[src/rtl/seqdma_pkg.sv]
package seqdma_pkg;

  typedef enum logic [1:0] {
    ST_IDLE  = 2'd0,
    ST_READ  = 2'd1,
    ST_WRITE = 2'd2
  } eng_state_t;

  // control register layout, bit 8 down to bit 0
  typedef struct packed {
    logic       clr_en;
    logic [3:0] src;
    logic       gap;
    logic       io2mem;
    logic       dec;
    logic       word;
  } ctrl_t;

  localparam logic [2:0] REG_MADDR = 3'd0;
  localparam logic [2:0] REG_IOADR = 3'd1;
  localparam logic [2:0] REG_COUNT = 3'd2;
  localparam logic [2:0] REG_CTRL  = 3'd3;
  localparam logic [2:0] REG_STAT  = 3'd4;

endpackage

[src/rtl/seqdma_regs.sv]
module seqdma_regs
  import seqdma_pkg::*;
#(
  parameter int ADDR_W = 24,
  parameter int CNT_W  = 16,
  parameter int RD_W   = 32
) (
  input  logic              clk,
  input  logic              rst,
  input  logic              cfg_we,
  input  logic [2:0]        cfg_addr,
  input  logic [RD_W-1:0]   cfg_wdata,
  output logic [RD_W-1:0]   cfg_rdata,
  input  logic              xfer_done,
  output logic [ADDR_W-1:0] maddr,
  output logic [ADDR_W-1:0] ioaddr,
  output ctrl_t             ctrl,
  output logic              run,
  output logic              end_irq
);

  localparam int CTRL_W = $bits(ctrl_t);

  logic [ADDR_W-1:0] maddr_q, ioaddr_q, maddr_nx;
  logic [CNT_W-1:0]  cnt_q;
  ctrl_t             ctrl_q;
  logic              run_q, ie_q, flag_q, irq_q;
  logic [ADDR_W-1:0] step;
  logic              unused_wbits;

  assign unused_wbits = ^cfg_wdata[RD_W-1:ADDR_W];

  assign step     = ctrl_q.word ? ADDR_W'(2) : ADDR_W'(1);
  assign maddr_nx = ctrl_q.dec ? (maddr_q - step) : (maddr_q + step);

  always_ff @(posedge clk) begin
    if (rst) begin
      maddr_q  <= '0;
      ioaddr_q <= '0;
      cnt_q    <= '0;
      ctrl_q   <= '0;
      run_q    <= 1'b0;
      ie_q     <= 1'b0;
      flag_q   <= 1'b0;
      irq_q    <= 1'b0;
    end else begin
      // configuration is frozen while the channel runs
      if (cfg_we && !run_q) begin
        case (cfg_addr)
          REG_MADDR: maddr_q  <= cfg_wdata[ADDR_W-1:0];
          REG_IOADR: ioaddr_q <= cfg_wdata[ADDR_W-1:0];
          REG_COUNT: cnt_q    <= cfg_wdata[CNT_W-1:0];
          REG_CTRL:  ctrl_q   <= ctrl_t'(cfg_wdata[CTRL_W-1:0]);
          default: ;
        endcase
      end
      if (cfg_we && cfg_addr == REG_STAT) begin
        run_q <= cfg_wdata[0];
        ie_q  <= cfg_wdata[1];
        if (cfg_wdata[2]) flag_q <= 1'b0;
      end
      // completion comes last so it wins over a same-cycle status write
      if (xfer_done) begin
        maddr_q <= maddr_nx;
        cnt_q   <= cnt_q - CNT_W'(1);
        if (cnt_q == CNT_W'(1)) begin
          run_q  <= 1'b0;
          flag_q <= 1'b1;
        end
      end
      irq_q <= flag_q & ie_q;
    end
  end

  always_ff @(posedge clk) begin
    if (rst) begin
      cfg_rdata <= '0;
    end else begin
      case (cfg_addr)
        REG_MADDR: cfg_rdata <= RD_W'(maddr_q);
        REG_IOADR: cfg_rdata <= RD_W'(ioaddr_q);
        REG_COUNT: cfg_rdata <= RD_W'(cnt_q);
        REG_CTRL:  cfg_rdata <= RD_W'(ctrl_q);
        REG_STAT:  cfg_rdata <= RD_W'({flag_q, ie_q, run_q});
        default:   cfg_rdata <= '0;
      endcase
    end
  end

  assign maddr   = maddr_q;
  assign ioaddr  = ioaddr_q;
  assign ctrl    = ctrl_q;
  assign run     = run_q;
  assign end_irq = irq_q;

  // the last completion turns the channel off and sets the end flag
  a_r6_last_stops: assert property (@(posedge clk) disable iff (rst)
    (xfer_done && cnt_q == CNT_W'(1)) |=> (!run_q && flag_q));

  // while running, the peripheral address never changes
  a_r9_io_frozen: assert property (@(posedge clk) disable iff (rst)
    run_q |=> $stable(ioaddr_q));

  // while running, the memory address moves only on a completion
  a_r9_maddr_frozen: assert property (@(posedge clk) disable iff (rst)
    (run_q && !xfer_done) |=> $stable(maddr_q));

endmodule

[src/rtl/seqdma_trig_sel.sv]
module seqdma_trig_sel #(
  parameter int NUM_INT = 9,
  parameter int SEL_W   = 4,
  parameter bit EXT_OK  = 1'b1
) (
  input  logic               clk,
  input  logic               rst,
  input  logic [NUM_INT-1:0] flags,
  input  logic               ext_req,
  input  logic [SEL_W-1:0]   sel,
  input  logic               clr_en,
  input  logic               accept,
  output logic               req,
  output logic [NUM_INT-1:0] trig_clr
);

  logic [NUM_INT-1:0] sel_is;
  logic               ext_hit;
  logic [NUM_INT-1:0] clr_q;

  for (genvar i = 0; i < NUM_INT; i++) begin : g_src
    assign sel_is[i] = (sel == SEL_W'(i));
  end

  assign ext_hit = EXT_OK && (sel == SEL_W'(NUM_INT)) && ext_req;
  assign req     = (|(sel_is & flags)) | ext_hit;

  always_ff @(posedge clk) begin
    if (rst) clr_q <= '0;
    else     clr_q <= (accept && clr_en) ? sel_is : '0;
  end

  assign trig_clr = clr_q;

  // at most one flag is cleared at a time
  a_r8_one_clear: assert property (@(posedge clk) disable iff (rst)
    $onehot0(clr_q));

  // a clear is a single-cycle pulse
  a_r8_pulse_len: assert property (@(posedge clk) disable iff (rst)
    (|clr_q) |=> !(|clr_q));

endmodule

[src/rtl/seqdma_engine.sv]
module seqdma_engine
  import seqdma_pkg::*;
#(
  parameter int ADDR_W = 24,
  parameter int DATA_W = 16
) (
  input  logic              clk,
  input  logic              rst,
  input  logic              go,
  input  logic [ADDR_W-1:0] maddr,
  input  logic [ADDR_W-1:0] ioaddr,
  input  logic              word,
  input  logic              io2mem,
  output logic              bus_req,
  output logic              bus_we,
  output logic              bus_word,
  output logic [ADDR_W-1:0] bus_addr,
  output logic [DATA_W-1:0] bus_wdata,
  input  logic [DATA_W-1:0] bus_rdata,
  input  logic              bus_rdy,
  output logic              accept,
  output logic              xfer_done
);

  eng_state_t        state;
  logic [DATA_W-1:0] rd_fmt;

  assign rd_fmt    = bus_word ? bus_rdata : {{(DATA_W-8){1'b0}}, bus_rdata[7:0]};
  assign accept    = (state == ST_IDLE) && go;
  assign xfer_done = (state == ST_WRITE) && bus_rdy;

  always_ff @(posedge clk) begin
    if (rst) begin
      state     <= ST_IDLE;
      bus_req   <= 1'b0;
      bus_we    <= 1'b0;
      bus_word  <= 1'b0;
      bus_addr  <= '0;
      bus_wdata <= '0;
    end else begin
      case (state)
        ST_IDLE: if (go) begin
          state    <= ST_READ;
          bus_req  <= 1'b1;
          bus_we   <= 1'b0;
          bus_word <= word;
          bus_addr <= io2mem ? ioaddr : maddr;
        end
        ST_READ: if (bus_rdy) begin
          state     <= ST_WRITE;
          bus_we    <= 1'b1;
          bus_addr  <= io2mem ? maddr : ioaddr;
          bus_wdata <= rd_fmt;
        end
        ST_WRITE: if (bus_rdy) begin
          state   <= ST_IDLE;
          bus_req <= 1'b0;
          bus_we  <= 1'b0;
        end
        default: state <= ST_IDLE;
      endcase
    end
  end

  // a pending cycle keeps its request, address and direction until ready
  a_r3_hold_until_rdy: assert property (@(posedge clk) disable iff (rst)
    (bus_req && !bus_rdy) |=> (bus_req && $stable(bus_addr) && $stable(bus_we)));

  // every transfer opens with a read cycle
  a_r3_read_first: assert property (@(posedge clk) disable iff (rst)
    $rose(bus_req) |-> !bus_we);

endmodule

[src/rtl/seqdma_channel.sv]
module seqdma_channel
  import seqdma_pkg::*;
#(
  parameter int ADDR_W  = 24,
  parameter int DATA_W  = 16,
  parameter int CNT_W   = 16,
  parameter int NUM_INT = 9,
  parameter bit EXT_OK  = 1'b1
) (
  input  logic               clk,
  input  logic               rst,
  input  logic               cfg_we,
  input  logic [2:0]         cfg_addr,
  input  logic [31:0]        cfg_wdata,
  output logic [31:0]        cfg_rdata,
  input  logic [NUM_INT-1:0] trig_flags,
  input  logic               ext_req,
  output logic [NUM_INT-1:0] trig_clr,
  output logic               bus_req,
  output logic               bus_we,
  output logic               bus_word,
  output logic [ADDR_W-1:0]  bus_addr,
  output logic [DATA_W-1:0]  bus_wdata,
  input  logic [DATA_W-1:0]  bus_rdata,
  input  logic               bus_rdy,
  output logic               end_irq
);

  localparam int SEL_W = 4;

  logic [ADDR_W-1:0] maddr, ioaddr;
  ctrl_t             ctrl;
  logic              run, req, accept, xfer_done;
  logic              unused_gap;

  assign unused_gap = ctrl.gap;

  seqdma_regs #(.ADDR_W(ADDR_W), .CNT_W(CNT_W), .RD_W(32)) u_regs (
    .clk(clk), .rst(rst),
    .cfg_we(cfg_we), .cfg_addr(cfg_addr), .cfg_wdata(cfg_wdata), .cfg_rdata(cfg_rdata),
    .xfer_done(xfer_done),
    .maddr(maddr), .ioaddr(ioaddr), .ctrl(ctrl), .run(run), .end_irq(end_irq)
  );

  seqdma_trig_sel #(.NUM_INT(NUM_INT), .SEL_W(SEL_W), .EXT_OK(EXT_OK)) u_trig (
    .clk(clk), .rst(rst),
    .flags(trig_flags), .ext_req(ext_req), .sel(ctrl.src), .clr_en(ctrl.clr_en),
    .accept(accept), .req(req), .trig_clr(trig_clr)
  );

  seqdma_engine #(.ADDR_W(ADDR_W), .DATA_W(DATA_W)) u_eng (
    .clk(clk), .rst(rst),
    .go(run && req), .maddr(maddr), .ioaddr(ioaddr),
    .word(ctrl.word), .io2mem(ctrl.io2mem),
    .bus_req(bus_req), .bus_we(bus_we), .bus_word(bus_word), .bus_addr(bus_addr),
    .bus_wdata(bus_wdata), .bus_rdata(bus_rdata), .bus_rdy(bus_rdy),
    .accept(accept), .xfer_done(xfer_done)
  );

endmodule

[config.mk]
export PLATFORM = sky130hd
export DESIGN_NAME = seqdma_channel
export DESIGN_NICKNAME = d
export VERILOG_FILES = /design/src/rtl/seqdma_pkg.sv /design/src/rtl/seqdma_regs.sv /design/src/rtl/seqdma_trig_sel.sv /design/src/rtl/seqdma_engine.sv /design/src/rtl/seqdma_channel.sv
export SDC_FILE = /design/constraint.sdc
export NUM_CORES = 1
export LEC_CHECK = 0
export BUFFER_PORTS_ARGS = -buffer_cell sky130_fd_sc_hd__buf_2
export CORE_AREA = 2 2 94 163
export CTS_CLUSTER_SIZE = 14
export DETAILED_ROUTE_END_ITERATION = 12
export DIE_AREA = 0 0 96 165
export GPL_TIMING_DRIVEN = 0
export HOLD_SLACK_MARGIN = 0.05
export PLACE_DENSITY = 0.79
export SLEW_MARGIN = 10
export SYNTH_ARGS = -nofsm -noshare
export SYNTH_HDL_FRONTEND = slang
export SYNTH_SLANG_ARGS = --single-unit
[constraint.sdc]
create_clock -name clk -period 3.7 [get_ports clk]
set_input_delay 0.925 -clock clk [delete_from_list [all_inputs] [get_ports clk]]
set_output_delay 0.925 -clock clk [all_outputs]
set_load 0.02 [all_outputs]
==> results by group <==
Outcome
  – Status: finished, final reports clean

Timing
  – Fin. Hold Viols: 0
  – Setup TNS: 0 ns
  – Slew Limit Fails: 0
  – Final hold slack: roughly 0.45 ns
  – Skew final: approximately 0.0094 ns
  – Fmax: 0.305 GHz
  – Crit share post-route: 0.886
  – Tmin final: roughly 3.3 ns
  – Slew headroom: 0.428
  – PnR worst setup slack: roughly 0.42 ns
  – Worst-Margin Slew: 0.857 ns
  – Unrepaired setup endpoints after global routing: false
  – Final setup vio count: 0

Routing
  – Length of routed met2 wiring: around 13000 microns
  – DR DRC count: 0
  – Max Used Layer: met4
  – Total length of routed met3 wires: approximately 1700 microns
  – Post-DR vias/cell: roughly 6
  – Detailed-route via count: roughly 7700
  – WL met1: 8990 microns
  – Wire length per cell: ~20 microns
  – Post-DRT Antenna Nets: 0
  – TritonRoute pass-1 iters: 5
  – Initial drt markers: 529
  – Total Routed Length: 25900 microns

Clock network
  – CTS Root Cell: clkbuf_16
  – Setup bufs post-CTS: 0
  – Hold Buf Count CTS: 0
  – Skew-Pair Late Insertion Delay: around 0.43 ns
  – # resized after CTS: 0
  – Clock transition at the registers of the reported paths: roughly 0.07 ns
  – H-tree depth: 4
  – Max clock buf depth: 2
  – CTS Sinks: between 150 and 200
  – CTS tree: yes
  – CTS Buf Count: 17

Critical path
  – Worst EP required: 4.01 ns
  – Delay-heaviest family, CP: compound AO/OA/AOI/OAI gates
  – Critical-path cell list: nor2b_1 > ha_1 > nand2b_1 > a21oi_1 > o31ai_1 > a21oi_1 > o21bai_1 > a21oi_1 > o311a_1
  – CP Capture Type: register
  – Crit Path Max Fanout: 25
  – Worst EP arrival: between 3 and 4 ns
  – CP dominant cell by count: a21oi_1
  – Crit-path slowest cell: dfxtp_2
  – Worst Setup Path Type: reg2reg
  – Critical path's largest stage delay: just under 0.8 ns
  – Worst path bufs/invs: 0
  – R2r setup slk: between 0.4 and 0.5 ns
  – Setup crit start kind: register

Logic synthesis
  – Post-Syn Area: about 0.0080 sq mm
  – Post-Synthesis Cells: 926
  – Synth warnings: 0
  – Syn_area_per_cell: between 8 and 9 sq um
  – Share of flip-flops with an asynchronous set or reset: 0
  – Post-synth top area share: 0.390
  – Synth Register Bits: 155
  – Post-synth EDFFs: 0
  – Seq/Total Area, Yosys: 0.390
  – Most used DFF post-synth: dfxtp_1
  – Synth area leaders: dfxtp_1 (39%), mux2i_1 (7.3%), a21oi_1 (6.0%), nand2_1 (5.8%), nor2_1 (5.2%)
  – Yosys top cell by area: dfxtp_1
  – Synth cell types: slightly above 70

Global route
  – Gr usage total: 0.333
  – First-pass GRT wire length: around 39000 microns
  – Largest net degree at the start of global routing: 26
  – Vias in the first global route: 7520
  – Initial antenna violation count: 0
  – Grt total ovfl: 0

Place
  – GPL Wtd Cong: approximately 1
  – Hpwl dp: 19400 microns
  – Dpl ws: around 0.22 ns
  – IO Port Bufs: between 100 and 150

Layout
  – Nets: approximately 1200
  – Antenna Cells: 0
  – Fin util: 0.655
  – Area Growth Syn to Fin: 18.9%
  – Layout cells sized above 1: 0.223

Power and ir drop
  – Max VDD drop: between 400 and 500 uV
  – PD cells: 404 mW/mm^2
  – P_leak: just over 0.004 uW

Die
  – Core Footprint: ~0.014 sq mm
  – IO Pins: 150
  – Die Ht: 165 microns
  – DIE WIDTH: roughly 96 microns
  – Rows: 58
  – Starting Density: 0.551
  – Die area: approximately 0.016 sq mm

Flow run
  – Maxcap violations: 0

Hold path
  – Hold/Removal Path Class: reg2reg
[worst register-to-register path, stage by stage, from the launching register on]
cell      delay (ns)
dfxtp_2         0.77
nor2b_1         0.32
ha_1            0.27
nand2b_1        0.09
a21oi_1         0.11
o31ai_1         0.60
a21oi_1         0.24
o21bai_1        0.31
a21oi_1         0.12
o311a_1         0.33
[worst paths after layout]
path,end,from,cells past startpoint
max,u_regs.maddr[21]$_SDFFE_PP0P_,u_regs.ctrl[1]$_SDFFE_PP0P_,9
min,u_eng.bus_wdata[12]$_SDFFE_PP0P_,u_eng.bus_wdata[12]$_SDFFE_PP0P_,2
max reg2reg,u_regs.maddr[21]$_SDFFE_PP0P_,u_regs.ctrl[1]$_SDFFE_PP0P_,9
min reg2reg,u_eng.bus_wdata[12]$_SDFFE_PP0P_,u_eng.bus_wdata[12]$_SDFFE_PP0P_,2
[where the power goes]
part           internal [uW]  total, uW  switching [uW]
Combinational            118        334             215
Sequential              1700       1720            27.5
Clock                    972       1760             790
[kinds of logic (layout without fill, tap and decap cells)]
kind of cell | after synthesis | in the layout | synth area share
other | 1 | 8 | 0.000471
and+or+nand+nor | 339 | 339 | 0.194
muxes | 73 | 73 | 0.104
AOI/OAI and AO/OA | 232 | 232 | 0.201
adders and majority gates | 26 | 26 | 0.0418
xor gates and xnor gates | 17 | 17 | 0.0196
buffers and inverters | 83 | 247 | 0.0492
DFF | 155 | 155 | 0.390
[routing by layer]
layer  vias up  GRT usage
li1       3605          -
met1      3528      0.337
met2       368      0.546
met3       154     0.0689
met4         0      0.327
met5         -          0
[final cells by class]
| cell class | count | area [sq um] |
|---|---|---|
| inverters | 13 | 48.8 |
| flip-flops and latches | 155 | 3100 |
| clock inverters | 14 | 150 |
| well taps | 180 | 225 |
| clock buffers | 18 | 439 |
| multi-input cells | 695 | 4490 |
| repair buffers | 132 | 661 |
| plain buffers | 70 | 343 |
| fillers | 1260 | 4980 |
[registers in the layout (all words and copies together), names as in the netlist, 2 cells and up]
| signal | count |
|---|---|
| u_trig.trig_clr | 9 |
| u_regs.maddr | 24 |
| u_regs.ctrl | 9 |
| u_eng.bus_wdata | 16 |
| u_regs.ioaddr | 24 |
| u_regs.cfg_rdata | 24 |
| u_regs.cnt_q | 16 |
| u_eng.bus_addr | 24 |
| u_eng.state | 2 |
[cells in the mapped netlist (13+ instances only)]
| library cell | number |
|---|---|
| clkbuf_1 | 37 |
| a311oi_1 | 18 |
| nor2_1 | 110 |
| nand2_1 | 122 |
| nand3_1 | 30 |
| dfxtp_1 | 155 |
| a211oi_2 | 20 |
| buf_2 | 18 |
| nor2b_1 | 16 |
| mux2i_1 | 58 |
| a21oi_1 | 95 |
| inv_1 | 13 |
| ha_1 | 25 |
| o21ai_0 | 26 |
[layout by cell type (no fill, tap or decap), types with 4 or more instances in the layout]
cell / instances
mux2_2: 8
xor2_1: 9
inv_6: 6
xnor2_1: 7
nand2b_1: 11
o22ai_1: 4
inv_1: 13
nor2b_1: 16
mux4_2: 7
a21o_1: 8
dfxtp_1: 154
nor4_1: 5
nand3b_1: 5
nand2_1: 122
nor3_1: 8
nor2_1: 110
ha_1: 25
a211oi_2: 20
conb_1: 8
a31oi_1: 10
o21ai_0: 26
buf_4: 9
o21a_1: 6
a21oi_1: 95
a211oi_1: 11
clkbuf_16: 17
o31ai_1: 5
nand3_1: 30
or3_1: 4
buf_2: 150
a311oi_1: 18
clkbuf_1: 37
mux2i_1: 58
and3_1: 7
[metrics by stage]
| step | total power, uW | std cells | cell area [sq um] |
|---|---|---|---|
| floorplan | 1960 | 933 | 7990 |
| global placement | 2080 | 1245 | 8870 |
| detailed placement | 2080 | 1245 | 8870 |
| CTS | 3820 | 1277 | 9460 |
| global route | 3910 | 1277 | 9460 |
| finish | 3820 | 1277 | 9460 |
No activity file was read; power rests on OpenSTA's default activity.
